### src/rtl/pd_pkg.sv
package pd_pkg;

    // Where the pattern or mask comes from
    typedef enum logic {
        SRC_PARAM = 1'b0,
        SRC_C     = 1'b1
    } src_e;

    // Autoreset behaviour
    typedef enum logic [1:0] {
        AR_NONE     = 2'd0,
        AR_ON_MATCH = 2'd1,
        AR_ON_MISS  = 2'd2
    } autorst_e;

    // Autoreset controller state: match flag level before the latest load
    typedef enum logic {
        ST_IDLE = 1'b0,
        ST_HIT  = 1'b1
    } ar_state_e;

endpackage

### src/rtl/pd_compare.sv
module pd_compare
    import pd_pkg::*;
#(
    parameter int             W         = 48,
    parameter src_e           PAT_SRC   = SRC_PARAM,
    parameter src_e           MASK_SRC  = SRC_PARAM,
    parameter logic [W-1:0]   PATTERN   = '0,
    parameter logic [W-1:0]   MASK      = '0,
    parameter bit             DETECT_EN = 1'b1
) (
    input  logic [W-1:0] value,
    input  logic [W-1:0] c_val,
    output logic         hit,
    output logic         hit_inv
);

    logic [W-1:0] pat;
    logic [W-1:0] msk;
    logic [W-1:0] bit_ok;
    logic [W-1:0] bit_inv_ok;

    assign pat = (PAT_SRC  == SRC_C) ? c_val : PATTERN;
    assign msk = (MASK_SRC == SRC_C) ? c_val : MASK;

    // Per-bit agreement, forced true where the mask ignores the bit
    for (genvar i = 0; i < W; i++) begin : g_bit
        assign bit_ok[i]     = (value[i] ~^ pat[i]) | msk[i];
        assign bit_inv_ok[i] = (value[i] ^  pat[i]) | msk[i];
    end

    assign hit     = DETECT_EN && (&bit_ok);
    assign hit_inv = DETECT_EN && (&bit_inv_ok);

endmodule

### src/rtl/pd_autorst.sv
module pd_autorst
    import pd_pkg::*;
#(
    parameter autorst_e MODE = AR_NONE,
    parameter bit       EN   = 1'b1
) (
    input  logic clk,
    input  logic rst_n,
    input  logic load,
    input  logic flag,
    output logic clear
);

    ar_state_e state;
    ar_state_e state_nx;

    // State register
    always_ff @(posedge clk or negedge rst_n) begin
        if (!rst_n) begin
            state <= ST_IDLE;
        end else begin
            state <= state_nx;
        end
    end

    // Transitions: T_LOAD_HIT, T_LOAD_MISS, T_HOLD
    always_comb begin
        state_nx = state;
        if (load) begin
            state_nx = flag ? ST_HIT : ST_IDLE;
        end
    end

    // Clear request
    always_comb begin
        clear = 1'b0;
        unique case (state)
            ST_IDLE: begin
                clear = (MODE == AR_ON_MATCH) && flag;
            end
            ST_HIT: begin
                if (MODE == AR_ON_MATCH) begin
                    clear = flag;
                end else if (MODE == AR_ON_MISS) begin
                    clear = !flag;
                end
            end
        endcase
        clear = clear && EN;
    end

endmodule

### src/rtl/pd_detect.sv
module pd_detect
    import pd_pkg::*;
#(
    parameter int           W         = 48,
    parameter src_e         PAT_SRC   = SRC_PARAM,
    parameter src_e         MASK_SRC  = SRC_PARAM,
    parameter logic [W-1:0] PATTERN   = '0,
    parameter logic [W-1:0] MASK      = '0,
    parameter autorst_e     AUTO_MODE = AR_NONE,
    parameter bit           DETECT_EN = 1'b1
) (
    input  logic         clk,
    input  logic         rst_n,
    input  logic         p_en,
    input  logic [W-1:0] p_next,
    input  logic [W-1:0] c_in,
    output logic [W-1:0] p_q,
    output logic         match_q,
    output logic         match_inv_q
);

    logic         clear;
    logic         load;
    logic [W-1:0] nv;
    logic         hit;
    logic         hit_inv;

    // Forced clear wins over the enable
    assign load = clear | p_en;
    assign nv   = clear ? '0 : p_next;

    pd_compare #(
        .W         (W),
        .PAT_SRC   (PAT_SRC),
        .MASK_SRC  (MASK_SRC),
        .PATTERN   (PATTERN),
        .MASK      (MASK),
        .DETECT_EN (DETECT_EN)
    ) u_cmp (
        .value   (nv),
        .c_val   (c_in),
        .hit     (hit),
        .hit_inv (hit_inv)
    );

    pd_autorst #(
        .MODE (AUTO_MODE),
        .EN   (DETECT_EN)
    ) u_ar (
        .clk   (clk),
        .rst_n (rst_n),
        .load  (load),
        .flag  (match_q),
        .clear (clear)
    );

    // Result and flags share one enable so they stay aligned
    always_ff @(posedge clk or negedge rst_n) begin
        if (!rst_n) begin
            p_q         <= '0;
            match_q     <= 1'b0;
            match_inv_q <= 1'b0;
        end else if (load) begin
            p_q         <= nv;
            match_q     <= hit;
            match_inv_q <= hit_inv;
        end
    end

endmodule

### config.mk
export PLATFORM = sky130hd
export DESIGN_NAME = pd_detect
export DESIGN_NICKNAME = d
export VERILOG_FILES = /design/src/rtl/pd_pkg.sv /design/src/rtl/pd_compare.sv /design/src/rtl/pd_autorst.sv /design/src/rtl/pd_detect.sv
export SDC_FILE = /design/constraint.sdc
export NUM_CORES = 1
export LEC_CHECK = 0
export BUFFER_PORTS_ARGS = -buffer_cell sky130_fd_sc_hd__buf_2
export CAP_MARGIN = 0
export CORE_AREA = 2 2 75 77
export CTS_CLUSTER_SIZE = 30
export DETAILED_ROUTE_END_ITERATION = 6
export DIE_AREA = 0 0 77 79
export PLACE_DENSITY = 0.86
export SYNTH_ARGS = -nofsm -noshare
export SYNTH_HDL_FRONTEND = slang
export SYNTH_SLANG_ARGS = --single-unit
### constraint.sdc
create_clock -name clk -period 0.9 [get_ports clk]
set_input_delay 0.045 -clock clk [delete_from_list [all_inputs] [get_ports clk]]
set_output_delay 0.045 -clock clk [all_outputs]
set_load 0.03 [all_outputs]
Yosys cells after proc, flatten, opt, wreduce, memory -nomap -nowiden
Index checks and enable logic that the tools add are counted.
Widths: inputs -> output; s select.
{"block": "word_totals", "register_bits": 50, "word_cells": 53}
{"block": "classes", "n_reduce_logical": 2, "bitwise": 48}
{"op": "$reduce_and 48->1", "count": 2}
{"op": "$not 1->1", "count": 48}

Depth between registers and ports, before layout
{"block": "logic_depth", "depth_word": 2, "ltp_mapped": 5}

Modules after synthesis
A second synthesis with hierarchy kept.
{"block": "hier_totals", "cells_unflattened": 249, "hier_area_um2": 2598.7}
{"module": "pd_detect", "area_each_um2": 2377.3, "cells_each": 215, "instances": 1}
{"module": "pd_compare", "area_each_um2": 210.2, "cells_each": 32, "instances": 1}
{"module": "pd_autorst", "area_each_um2": 11.3, "cells_each": 2, "instances": 1}

Least setup slack after synthesis
No wires, ideal clock.
{"block": "synth_timing", "kind": "flip-flop to flip-flop", "start": "register match_inv_q (netlist name)", "end": "register match_inv_q", "required_time_ns": 0.780, "setup_slack_ns": -0.040, "stages_incl_launch_ff": 3, "path_buffers": 0, "setup_time_ns": 0.120, "arrival_ns": 0.819, "path_cell_list": "dfrtp_1 > nor2b_1 > a41o_1"}
{"element": "to (signal assigned)", "line_no": "pd_detect.sv:66", "rtl": "match_inv_q <= hit_inv;"}
{"element": "to (decl)", "line_no": "pd_detect.sv:19", "rtl": "output logic match_inv_q"}

Worst setup path after layout
{"block": "layout_timing", "start": "register p_q[43]", "end": "output p_q[43]"}
{"element": "from (decl)", "line_no": "pd_detect.sv:17", "rtl": "output logic [W-1:0] p_q,"}
{"element": "from (signal assigned)", "line_no": "pd_detect.sv:64", "rtl": "p_q <= nv;"}
No word-level cell between the ends.

==> metrics <==
MaxCap Viol Count 0; Antenna Violating Nets Remaining 0; cell-by-cell trace of the critical path buf_6; average footprint of a synthesized cell 14.5 um2; slowest cell on the critical path dfrtp_1; initial standard-cell utilization of the core 0.387; final sum of negative setup slack -0.00166 ns; status complete, but fails checks; total global-route track usage 0.198; CTS root buf clkbuf_8; final worst path period share 1.00; Seq/Total Area, Yosys 0.605; final worst-path setup slack -0.00166 ns; top-level port count 149; final count of pins violating max slew 0; maximum clock frequency 1110 MHz; clock input transition at the sequential cells of the worst setup and hold paths ~0.08 ns; first drt pass iteration count 4; Worst Setup Start Kind flop; CTS HTree Levels 2; WP buf/inv 1; die area slightly above 6000 um2; required time of the worst setup path around 0.85 ns; crit-path max cell delay between 0.4 and 0.5 ns; Peak supply drop 1.12 mV; nets slightly below 400; data arrival time at the worst-slack endpoint 0.86 ns; Buffers on Ports 100; fill count around 420; wire length of the first global-routing pass 9.39 mm; Final Hold Violating Endpoints 0; # DRC 0; leak pwr 1.59 nW; net count after synthesis 242; maximum number of buffers from clock root to sink 2; post-synthesis instance total about 140; number of antenna violations at the first check in global routing 0; Detail Placement HPWL a little over 4 mm; overflow left after global routing 0; share of power burned in the clock network 0.255; internal power consumption ~0.0041 W; vias 1754; FP Rows 27; die span in y 79 um; switching part of the total power 0.291; slew at the pin closest to its max-slew limit between 0.3 and 0.4 ns; final routed wirelength across all metal layers 5.84 mm; clock sink count 50; most common cell after layout, fill and taps aside buf_6; proportion of power drawn by combinational gates 0.288; worst setup timing slack at the placement stage -0.230 ns; worst min-delay path category primary input to flop; number of setup violations in the final report 1; count of antenna diodes in the layout 0; clock latency on the worst-skew pair ~0.29 ns; delay-heaviest family, CP flip-flops; Setup Skew 0 ns; DRT iter0 DRCs 49; area inside the core boundary 5340 um2; horizontal die dimension about 77 um; number of synthesized register bits 50; commonest cells after routing, fill and taps aside buf_6 (52), buf_2 (50), dfrtp_1 (49); Netlist cell types 17; number of buffers inserted during clock tree synthesis 5; vias per cell about 4.9; Warnings, synthesis 0; synthesized area 2070 um2; kind of end point of the critical path output pin; CTS tree built; post-layout min period 0.902 ns; largest fanout on the critical path 2; area added between synthesis and finish 64.4%; net switching power figure approximately 0.0017 W; crit path kind flop to output pin; post-DR wirelength/cell between 15 and 20 um; RSZ-0062 raised after global routing true; Rel. slew slack 0.740; GP Congestion 0.855; power per unit of standard cell area 1690 nW/um2; fraction of final layout cells sized beyond drive strength 1 0.683; Flop pwr share 0.458; maximum number of pins on one net before global-route repair around 50; violations in the final reports setup timing; number of global-route vias before repair 1965
-- synth_stat cells --
cell | n | share of area
a41o_1 | 1 | 0.0048
buf_2 | 5 | 0.012
buf_4 | 1 | 0.0036
dfrtp_1 | 50 | 0.61
inv_1 | 1 | 0.0018
mux2_2 | 47 | 0.26
nand2_1 | 2 | 0.0036
nand2b_1 | 1 | 0.0030
nand3_1 | 2 | 0.0048
nand4_1 | 13 | 0.039
nor2_1 | 2 | 0.0036
nor2b_1 | 1 | 0.0030
nor3_1 | 2 | 0.0048
nor4_1 | 12 | 0.036
nor4b_2 | 1 | 0.0073
o21ai_0 | 1 | 0.0024
o41ai_2 | 1 | 0.0079
-- registers in the layout (all words and copies together) (netlist names) --
name	flops
p_q	48
match_inv_q	1
match_q	1
-- per-stage QoR --
stage	total power, W	hold slack (ns)	instance area (um2)	util	std cells
floorplan	0.00333	-0.251	2070	-	143
global placement	0.00390	0.0556	2880	0.539	341
detailed placement	0.00394	0.0589	2880	0.539	341
CTS	0.00575	0.00145	3360	0.629	358
global route	0.00599	0.00804	3400	0.637	359
finish	0.00573	0.0124	3400	0.637	359
-- final timing paths --
check | startpoint | end | slack, ns | depth (start not counted)
max in group asynchronous | rst_n | match_inv_q | 0.37 | 3
min reg2reg | match_q | match_q | 0.52 | 2
max reg2reg | p_q[2] | p_q[2] | -0.002 | 2
min | p_next[20] | p_q[20] | 0.01 | 2
min in group asynchronous | rst_n | p_q[40] | 0.28 | 3
max | p_q[43] | p_q[43] | -0.002 | 1
-- power by group through the flow --
stage | sequential, W | clock [W] | combinational, W
after floorplan | 0.00305 | 0 | 0.000285
after global placement | 0.00260 | 0 | 0.00131
after detailed placement | 0.00261 | 0 | 0.00133
after CTS | 0.00261 | 0.00152 | 0.00161
after global routing | 0.00265 | 0.00160 | 0.00174
final | 0.00262 | 0.00146 | 0.00165
-- what timing repair did --
item | 4_1_cts | 5_1_grt
endpoints found under the setup margin | 49 | 54
buffers inserted | 5 | 1
hold buffers | 4 | 0
endpoints found under the hold margin | 53 | 0
resized for setup | 94 | 10
-- metal layers --
metal / part of all wire / global-route usage / vias to the layer above
li1: - / - / 825
met4: 0.013 / 0.0536 / 0
met5: 0 / 0 / -
met3: 0.053 / 0.0489 / 9
met2: 0.53 / 0.359 / 68
met1: 0.40 / 0.237 / 852
-- cell type report --
| class | count | area (um2) | area share |
|---|---|---|---|
| tap | 72 | 90.1 | 0.0265 |
| multi-input combinational | 86 | 783 | 0.230 |
| inverter | 1 | 3.75 | 0.00110 |
| sequential | 50 | 1250 | 0.369 |
| timing repair buffer | 142 | 1160 | 0.341 |
| clock buffer | 8 | 110 | 0.0324 |
-- kinds of logic (layout without fill, tap and decap cells) --
family | Yosys count | after routing | synth area share
buf+inv | 7 | 151 | 0.0176
compound gates | 3 | 3 | 0.0151
mux | 47 | 47 | 0.256
flops | 50 | 50 | 0.605
simple gates | 36 | 36 | 0.106
No activity file was read; power rests on OpenSTA's default activity.
